**config.mk**
```make
export PLATFORM = sky130hd
export DESIGN_NAME = fsk_carrier_gate
export DESIGN_NICKNAME = d
export VERILOG_FILES = /design/src/rtl/fskgate_pkg.sv /design/src/rtl/fskgate_counter.sv /design/src/rtl/fskgate_ctrl.sv /design/src/rtl/fskgate_datapath.sv /design/src/rtl/fsk_carrier_gate.sv
export SDC_FILE = /design/constraint.sdc
export NUM_CORES = 1
export LEC_CHECK = 0
export ABC_AREA = 0
export CORE_MARGIN = 2
export CORE_UTILIZATION = 43
export DETAILED_ROUTE_END_ITERATION = 16
export SLEW_MARGIN = 15
export SYNTH_ARGS = -nofsm -noshare
export SYNTH_HDL_FRONTEND = slang
export SYNTH_SLANG_ARGS = --single-unit
```
**constraint.sdc**
```tcl
create_clock -name clk -period 1.5 [get_ports clk]
set_input_delay 0.3 -clock clk [delete_from_list [all_inputs] [get_ports clk]]
set_output_delay 0.3 -clock clk [all_outputs]
set_load 0.05 [all_outputs]
```
**src/rtl/fskgate_pkg.sv**
```systemverilog
package fskgate_pkg;

  typedef enum logic [1:0] {
    VAL_HUNT,
    VAL_MARK,
    VAL_OK
  } valState_t;

  // Strobes from the control to the datapath
  typedef struct packed {
    logic acqStep;
    logic acqClear;
    logic holdStep;
    logic holdClear;
    logic runUpdate;
    logic runClear;
    logic markStep;
    logic markClear;
    logic passRaw;
    logic passCooked;
  } gateStrobes_t;

  // Status returned from the datapath to the control
  typedef struct packed {
    logic acqLast;
    logic holdLast;
    logic markLast;
    logic runLong;
    logic prevBit;
  } gateStatus_t;

endpackage

```
**src/rtl/fskgate_counter.sv**
```systemverilog
module fskgate_counter #(
  parameter int LIMIT = 8
) (
  input  logic clk,
  input  logic rstN,
  input  logic step,
  input  logic clear,
  output logic atLast
);
  localparam int W = (LIMIT > 1) ? $clog2(LIMIT) : 1;

  logic [W-1:0] cnt;

  always_ff @(posedge clk) begin
    if (!rstN)      cnt <= '0;
    else if (clear) cnt <= '0;
    else if (step)  cnt <= cnt + 1'b1;
  end

  assign atLast = (cnt == W'(LIMIT - 1));
endmodule

```
**src/rtl/fskgate_ctrl.sv**
```systemverilog
module fskgate_ctrl
  import fskgate_pkg::*;
(
  input  logic         clk,
  input  logic         rstN,
  input  logic         tickMs,
  input  logic         energyIn,
  input  logic         dataBit,
  input  logic         bitStrobe,
  input  gateStatus_t  stat,
  output gateStrobes_t strb
);
  logic      carrierOn, carrierNext;
  valState_t valState, valNext;

  always_ff @(posedge clk) begin
    if (!rstN) begin
      carrierOn <= 1'b0;
      valState  <= VAL_HUNT;
    end else begin
      carrierOn <= carrierNext;
      valState  <= valNext;
    end
  end

  always_comb begin
    strb        = '0;
    carrierNext = carrierOn;
    valNext     = valState;

    // Carrier acquisition and hold
    if (!carrierOn) begin
      strb.holdClear = 1'b1;
      if (tickMs) begin
        if (!energyIn)         strb.acqClear = 1'b1;
        else if (stat.acqLast) begin
          carrierNext   = 1'b1;
          strb.acqClear = 1'b1;
        end else               strb.acqStep = 1'b1;
      end
    end else begin
      strb.acqClear = 1'b1;
      if (tickMs) begin
        if (energyIn)           strb.holdClear = 1'b1;
        else if (stat.holdLast) begin
          carrierNext    = 1'b0;
          strb.holdClear = 1'b1;
        end else                strb.holdStep = 1'b1;
      end
    end

    // Leader validation
    if (!carrierOn) begin
      valNext        = VAL_HUNT;
      strb.runClear  = 1'b1;
      strb.markClear = 1'b1;
    end else begin
      case (valState)
        VAL_HUNT: begin
          if (bitStrobe) begin
            if (stat.runLong && dataBit && stat.prevBit) begin
              valNext        = VAL_MARK;
              strb.markClear = 1'b1;
              strb.runClear  = 1'b1;
            end else begin
              strb.runUpdate = 1'b1;
            end
          end
        end
        VAL_MARK: begin
          if (!dataBit) begin
            valNext        = VAL_HUNT;
            strb.runClear  = 1'b1;
            strb.markClear = 1'b1;
          end else if (tickMs) begin
            if (stat.markLast) valNext = VAL_OK;
            else               strb.markStep = 1'b1;
          end
        end
        default: ;
      endcase
    end

    strb.passRaw    = carrierNext;
    strb.passCooked = carrierNext && (valNext == VAL_OK);
  end
endmodule

```
**src/rtl/fskgate_datapath.sv**
```systemverilog
module fskgate_datapath
  import fskgate_pkg::*;
#(
  parameter int ACQ_TICKS  = 14,
  parameter int HOLD_TICKS = 8,
  parameter int ALT_BITS   = 16,
  parameter int MARK_TICKS = 80
) (
  input  logic         clk,
  input  logic         rstN,
  input  logic         dataBit,
  input  gateStrobes_t strb,
  output gateStatus_t  stat,
  output logic         carrierN,
  output logic         rawOut,
  output logic         cookedOut
);
  localparam int NUM_CNT = 3;
  localparam int CNT_LIMIT [NUM_CNT] = '{ACQ_TICKS, HOLD_TICKS, MARK_TICKS};
  localparam int RW = $clog2(ALT_BITS + 1);

  logic [NUM_CNT-1:0] cntStep, cntClear, cntLast;

  assign cntStep  = {strb.markStep,  strb.holdStep,  strb.acqStep};
  assign cntClear = {strb.markClear, strb.holdClear, strb.acqClear};

  for (genvar i = 0; i < NUM_CNT; i++) begin : g_cnt
    fskgate_counter #(.LIMIT(CNT_LIMIT[i])) u_cnt (
      .clk   (clk),
      .rstN  (rstN),
      .step  (cntStep[i]),
      .clear (cntClear[i]),
      .atLast(cntLast[i])
    );
  end

  // Alternating-run length, saturating at ALT_BITS
  logic [RW-1:0] runCnt;
  logic          prevBit;
  logic          runLong;

  assign runLong = (runCnt >= RW'(ALT_BITS));

  always_ff @(posedge clk) begin
    if (!rstN) begin
      runCnt  <= '0;
      prevBit <= 1'b0;
    end else if (strb.runClear) begin
      runCnt  <= '0;
    end else if (strb.runUpdate) begin
      prevBit <= dataBit;
      if (runCnt != '0 && dataBit == prevBit) runCnt <= RW'(1);
      else if (!runLong)                      runCnt <= runCnt + 1'b1;
    end
  end

  assign stat.acqLast  = cntLast[0];
  assign stat.holdLast = cntLast[1];
  assign stat.markLast = cntLast[2];
  assign stat.runLong  = runLong;
  assign stat.prevBit  = prevBit;

  always_ff @(posedge clk) begin
    if (!rstN) begin
      carrierN  <= 1'b1;
      rawOut    <= 1'b1;
      cookedOut <= 1'b1;
    end else begin
      carrierN  <= !strb.passRaw;
      rawOut    <= strb.passRaw    ? dataBit : 1'b1;
      cookedOut <= strb.passCooked ? dataBit : 1'b1;
    end
  end
endmodule

```
**src/rtl/fsk_carrier_gate.sv**
```systemverilog
module fsk_carrier_gate #(
  parameter int ACQ_TICKS  = 14,
  parameter int HOLD_TICKS = 8,
  parameter int ALT_BITS   = 16,
  parameter int MARK_TICKS = 80
) (
  input  logic clk,
  input  logic rstN,
  input  logic tickMs,
  input  logic energyIn,
  input  logic dataBit,
  input  logic bitStrobe,
  output logic carrierN,
  output logic rawOut,
  output logic cookedOut
);
  fskgate_pkg::gateStrobes_t strb;
  fskgate_pkg::gateStatus_t  stat;

  fskgate_ctrl u_ctrl (
    .clk      (clk),
    .rstN     (rstN),
    .tickMs   (tickMs),
    .energyIn (energyIn),
    .dataBit  (dataBit),
    .bitStrobe(bitStrobe),
    .stat     (stat),
    .strb     (strb)
  );

  fskgate_datapath #(
    .ACQ_TICKS (ACQ_TICKS),
    .HOLD_TICKS(HOLD_TICKS),
    .ALT_BITS  (ALT_BITS),
    .MARK_TICKS(MARK_TICKS)
  ) u_dp (
    .clk      (clk),
    .rstN     (rstN),
    .dataBit  (dataBit),
    .strb     (strb),
    .stat     (stat),
    .carrierN (carrierN),
    .rawOut   (rawOut),
    .cookedOut(cookedOut)
  );
endmodule

```
# Yosys cells after proc, flatten, opt, wreduce, memory -nomap -nowiden
# Index checks and enable logic that the tools add are counted.
[classes] muxes=44 bitwise=2 order_cmp=1 reduce_logical=15 n_eq_ne=7 add_sub_neg=4
[op_table] op="$mux 1" n=30
[op_table] op="$mux 2" n=9
[op_table] op="$mux 5" n=2
[op_table] op="$reduce_and 2->1" n=4
[op_table] op="$reduce_or 2->1" n=4
[op_table] op="$add 7x1->7 const B" n=1
[op_table] op="$eq 7x7->1 const B" n=1
[op_table] op="$add 5x1->5 const B" n=1
[op_table] op="$ge 5x5->1 const B" n=1
[op_table] op="$reduce_bool 5->1" n=1
[op_table] op="$add 4x1->4 const B" n=1
[op_table] op="$eq 4x4->1 const B" n=1
[op_table] op="$logic_and 1x1->1" n=4
[op_table] op="$pmux 1 s2" n=2
[op_table] op="$pmux 2 s2" n=1
[op_table] op="$add 3x1->3 const B" n=1
[op_table] op="$eq 3x3->1 const B" n=1
[op_table] op="$eq 2x1->1 const B" n=1
[op_table] op="$eq 2x2->1 const B" n=1
[op_table] op="$logic_not 2->1" n=1
[op_table] op="$ne 2x2->1 const B" n=1
[op_table] op="$not 1->1" n=2
[op_table] op="$eq 1x1->1" n=1
[op_table] op="$logic_not 1->1" n=1
[word_totals] regBits=26 elab_cells=83 input_bits=6

# Longest topological paths before layout
[logic_depth] word_depth=10 mapped_depth=6

# Hierarchy
# Synthesis repeated with hierarchy kept, for this count alone.
[hier_totals] hier_cells=145 area_unflattened_um2=1343.8
[modules_own_cells] module="fskgate_datapath" seq_area_each_um2=180.2 area_each_um2=435.4 cells_per_inst=43 n_inst=1
[modules_own_cells] module="fskgate_counter (u_dp.g_cnt[2].u_cnt)" seq_area_each_um2=140.1 area_each_um2=292.8 cells_per_inst=33 n_inst=1
[modules_own_cells] module="fskgate_ctrl" seq_area_each_um2=60.1 area_each_um2=284.0 cells_per_inst=37 n_inst=1
[modules_own_cells] module="fskgate_counter (u_dp.g_cnt[0].u_cnt)" seq_area_each_um2=80.1 area_each_um2=200.2 cells_per_inst=20 n_inst=1
[modules_own_cells] module="fskgate_counter (u_dp.g_cnt[1].u_cnt)" seq_area_each_um2=60.1 area_each_um2=131.4 cells_per_inst=12 n_inst=1

# Worst setup path after synthesis
# OpenSTA, ideal clock, no wires.
[synth_timing] kind="reg-to-reg" startpoint="reg u_dp.g_cnt[2].u_cnt.cnt[0]" endpoint="reg u_dp.g_cnt[2].u_cnt.cnt[5]" required_time_ns=1.429 t_arrival_ns=1.612 path_stages_with_launch=6 synth_period_minus_slack_ns=1.683 path_slack_ns=-0.183 path_buffers=0 setup_time_ns=0.071 path_cell_list="dfxtp_1 -> ha_1 -> and3_1 -> a211o_1 -> or4_1 -> a21oi_1"
[synth_between] elab_chain_cells=6 word_cells_on_any_way=7 classes_between="add/sub (1); eq/ne (1); mux (5)"
[synth_rtl] item="start: declaration" line_no="fskgate_counter.sv:12" rtl="logic [W-1:0] cnt;"
[synth_rtl] item="start signal: assignment" line_no="fskgate_counter.sv:17" rtl="else if (step) cnt <= cnt + 1'b1;"
[synth_rtl] item="$eq 7x7->1" line_no="fskgate_counter.sv:20" rtl="assign atLast = (cnt == W'(LIMIT - 1));"
[synth_rtl] item="$mux 1" line_no="fskgate_ctrl.sv:76" rtl="if (stat.markLast) valNext = VAL_OK;"
[synth_rtl] item="$mux 1" line_no="fskgate_ctrl.sv:75" rtl="end else if (tickMs) begin"
[synth_rtl] item="$mux 1" line_no="fskgate_ctrl.sv:71" rtl="if (!dataBit) begin"
[synth_rtl] item="$mux 1" line_no="fskgate_ctrl.sv:58" rtl="case (valState)"
[synth_rtl] item="$mux 1" line_no="fskgate_ctrl.sv:53" rtl="if (!carrierOn) begin"
# Several ways; a longest one is shown, not always the timed one.
# A chain may end at the register's enable or synchronous reset.

# Worst setup path after layout
# Ends and elaborated chain as after synthesis.

==> summary.txt <==
Status -> finished, violations left
Violated checks -> negative setup slack
Crit start category -> flip-flop
Final setup viols -> 3
Die Span X -> 59.1 µm
Max-cap viol count -> 0
Top cells by area, synth -> dfxtp_1 (40%), ha_1 (6.7%), a21oi_1 (5.8%)
Total GRT Usage -> 19.6%
Worst setup startpoint -> u_dp.g_cnt[2].u_cnt.cnt[0]
Worst-path maximum fanout -> 3
Critical-path cell list -> ha_4 -> and3_4 -> a211o_1 -> or4_4 -> a21oi_2
Post-Syn Area -> 1300 µm²
Period utilization -> 111%
Slew margin rel. -> 75.8%
DRC viols -> 0
Warnings from Yosys -> 0
Placed cells -> 218
Most frequent cell after synthesis -> dfxtp_1
Clock slew at reported path FFs -> 0.14 ns
Core Rows -> 19
Tmin final -> 1.67 ns
Finished Layout Cells -> 222
Clock Tree Root -> clkbuf_4
Die height -> 59.1 µm
F_max -> 0.599 GHz
Pin count of the biggest net entering global routing -> 14
Routed WL per cell -> 13.7 µm
Initial antenna violation count -> 0
First-pass GRT wire length -> 5200 µm
Hold bufs inserted after CTS -> 0
Vias/cell -> 5.45
Initial DRC Count -> 52
Worst VDD drop -> 0.560 mV
Fin Hold WS -> 0.460 ns
Asr flop ratio synth -> 0%
Critical Path RT -> 1.77 ns
Worst-Margin Slew -> 0.360 ns
Synthesized Nets -> 162
Slew Viols, Final -> 0
Antenna Nets Post-Route -> 0
Post-synth top area cell -> dfxtp_1
Reg-to-reg critical path startpoint -> u_dp.g_cnt[2].u_cnt.cnt[0]
CTS sink cnt -> 26
Post-synth EDFFs -> 0
Total CTS buffers -> 3
Core Box Area -> 2830 µm²
Post-route cell area -> 1800 µm²
CTS tree -> yes
I/O Pins -> 9
Share of cells above drive strength 1 -> 35.1%
Top FF cell, synth -> dfxtp_1
CP Data Arrival Time -> 1.94 ns
Unrepaired setup endpoints after global routing -> yes
Hold Startpoint -> dataBit
Flops & latches, synth -> 26
Critical path class -> reg -> reg
Top cell type's share of synthesized area -> 39.9%
Power Dens Cells -> 586 nW/µm²
Post-Place Cell Area -> 1680 µm²
CP max stage delay -> 0.50 ns
Clock Skews -> 0.00662 ns
Routed via count -> 1,210
DR pass1 iterations -> 4
Vias in the first global route -> 1,230
Final hold vios -> 0
GRT overflow -> 0
Syn avg cell area -> 8.75 µm²
Post-synth top cells -> dfxtp_1 (26), a21oi_1 (15), nand2_1 (13), nor2_1 (12), nand3_1 (9)
Critical Path Sink Type -> flip-flop
Post-route setup slack -> -0.170 ns
Unique cell type count in the Yosys netlist -> 41
Final WL -> 3040 µm
CTS Buffer Depth -> 2
Worst-Skew Late Latency -> 0.33 ns
GP Congestion -> 0.803
P_leak -> 0.653 nW
H-Tree Depth -> 1
Die area -> 3490 µm²
Sequential-to-total area share from yosys stat -> 39.9%
PortBufs -> 8
Final #Nets -> 206
Cells after Synth -> 149
Starting Density -> 46.1%
Crit-path slowest cell -> or4_4
Hold Crit Class -> in -> reg
Area Growth Syn to Fin -> 37.8%
Antenna Diode Count -> 0
Post-DP HPWL -> 2210 µm
[worst max-delay path, delay by kind of cell (launching register included)]
kind / cells / cell delay (ns)
fa+ha+maj: 1 / 0.16
flops: 1 / 0.36
simple gates: 2 / 0.67
compound gates: 2 / 0.43
[kinds of logic (layout without fill, tap and decap cells)]
group | count (synthesis) | count (layout) | share of synthesized area (%)
adders and majority gates | 7 | 7 | 6.72
xor gates and xnor gates | 4 | 4 | 2.69
AOI/OAI and AO/OA | 34 | 34 | 16.2
and+or+nand+nor | 64 | 64 | 28.2
buffers and inverters | 11 | 53 | 3.93
DFF | 26 | 26 | 39.9
muxes | 3 | 3 | 2.30
[power by group]
part	total (mW)	internal (mW)	leakage, nW	switching [mW]
Sequential	0.695	0.693	0.212	0.00274
Combinational	0.0598	0.0299	0.427	0.0299
Clock	0.298	0.0944	0.0138	0.203
[stage by stage]
stage | setup slack (ns) | setup TNS, ns | util [%] | total power, mW
final | -0.170 | -0.237 | 63.5 | 1.05
after global routing | -0.223 | -0.549 | 63.5 | 1.11
after CTS | -0.150 | -0.245 | 62.5 | 1.07
after detailed placement | -0.495 | -5.99 | 59.5 | 0.770
after global placement | -0.445 | -5.26 | 59.5 | 0.768
after floorplan | -0.118 | -0.118 | - | 0.735
[registers in the layout (all words and copies together), names as in the netlist]
| name | cells |
|---|---|
| u_dp.g_cnt.u_cnt.cnt | 14 |
| u_dp.runCnt | 5 |
| u_ctrl.valState | 2 |
| u_ctrl.carrierOn | 1 |
| u_dp.carrierN | 1 |
| u_dp.cookedOut | 1 |
| u_dp.prevBit | 1 |
| u_dp.rawOut | 1 |
[final timing paths]
check / end / slack [ns] / depth (start not counted)
worst max-delay path: u_dp.g_cnt[2].u_cnt.cnt[5] / -0.17 / 5
worst min-delay path: u_dp.rawOut / 0.46 / 2
worst max register to register: u_dp.g_cnt[2].u_cnt.cnt[5] / -0.17 / 5
worst min register to register: u_dp.g_cnt[1].u_cnt.cnt[2] / 0.47 / 2
[routing by layer]
metal	part of all wire, %	vias up	GRT usage [%]
met4	1.3	0	6.82
met2	49	17	34.4
met1	46	558	23.5
met5	0	-	0
li1	-	630	-
met3	3.3	5	3.93
[what timing repair did]
action / CTS / global route
hold endpoints to repair: 0 / 0
pin swaps: 8 / 6
setup endpoints to repair: 12 / 9
buffers inserted: 2 / 0
resized for setup: 14 / 9
[layout make-up]
type	instances	area, µm²
fillers	254	1030
multi-input cells	112	823
flip-flops and latches	26	527
repair buffers	43	359
well taps	31	38.8
inverters	7	26.3
clock buffers	3	22.5
[layout by cell type, fill, tap and decap left out, types with 3 or more instances in the layout]
| cell type | synthesis | final |
|---|---|---|
| dfxtp_1 | 26 | 21 |
| a21oi_2 | 0 | 4 |
| o21ai_0 | 3 | 3 |
| ha_1 | 7 | 5 |
| a211oi_1 | 4 | 3 |
| clkbuf_4 | 0 | 3 |
| inv_1 | 6 | 4 |
| nand3b_1 | 5 | 5 |
| dfxtp_2 | 0 | 5 |
| nand2b_1 | 3 | 3 |
| nor2_1 | 12 | 11 |
| clkdlybuf4s50_1 | 0 | 4 |
| a21oi_1 | 15 | 11 |
| buf_4 | 0 | 36 |
| nor3_1 | 3 | 3 |
| nor4_1 | 3 | 3 |
| xnor2_1 | 3 | 3 |
| nand3_1 | 9 | 9 |
| mux2i_1 | 3 | 3 |
| nand2_1 | 13 | 13 |
Note: power is estimated with default switching activity, not from simulation.
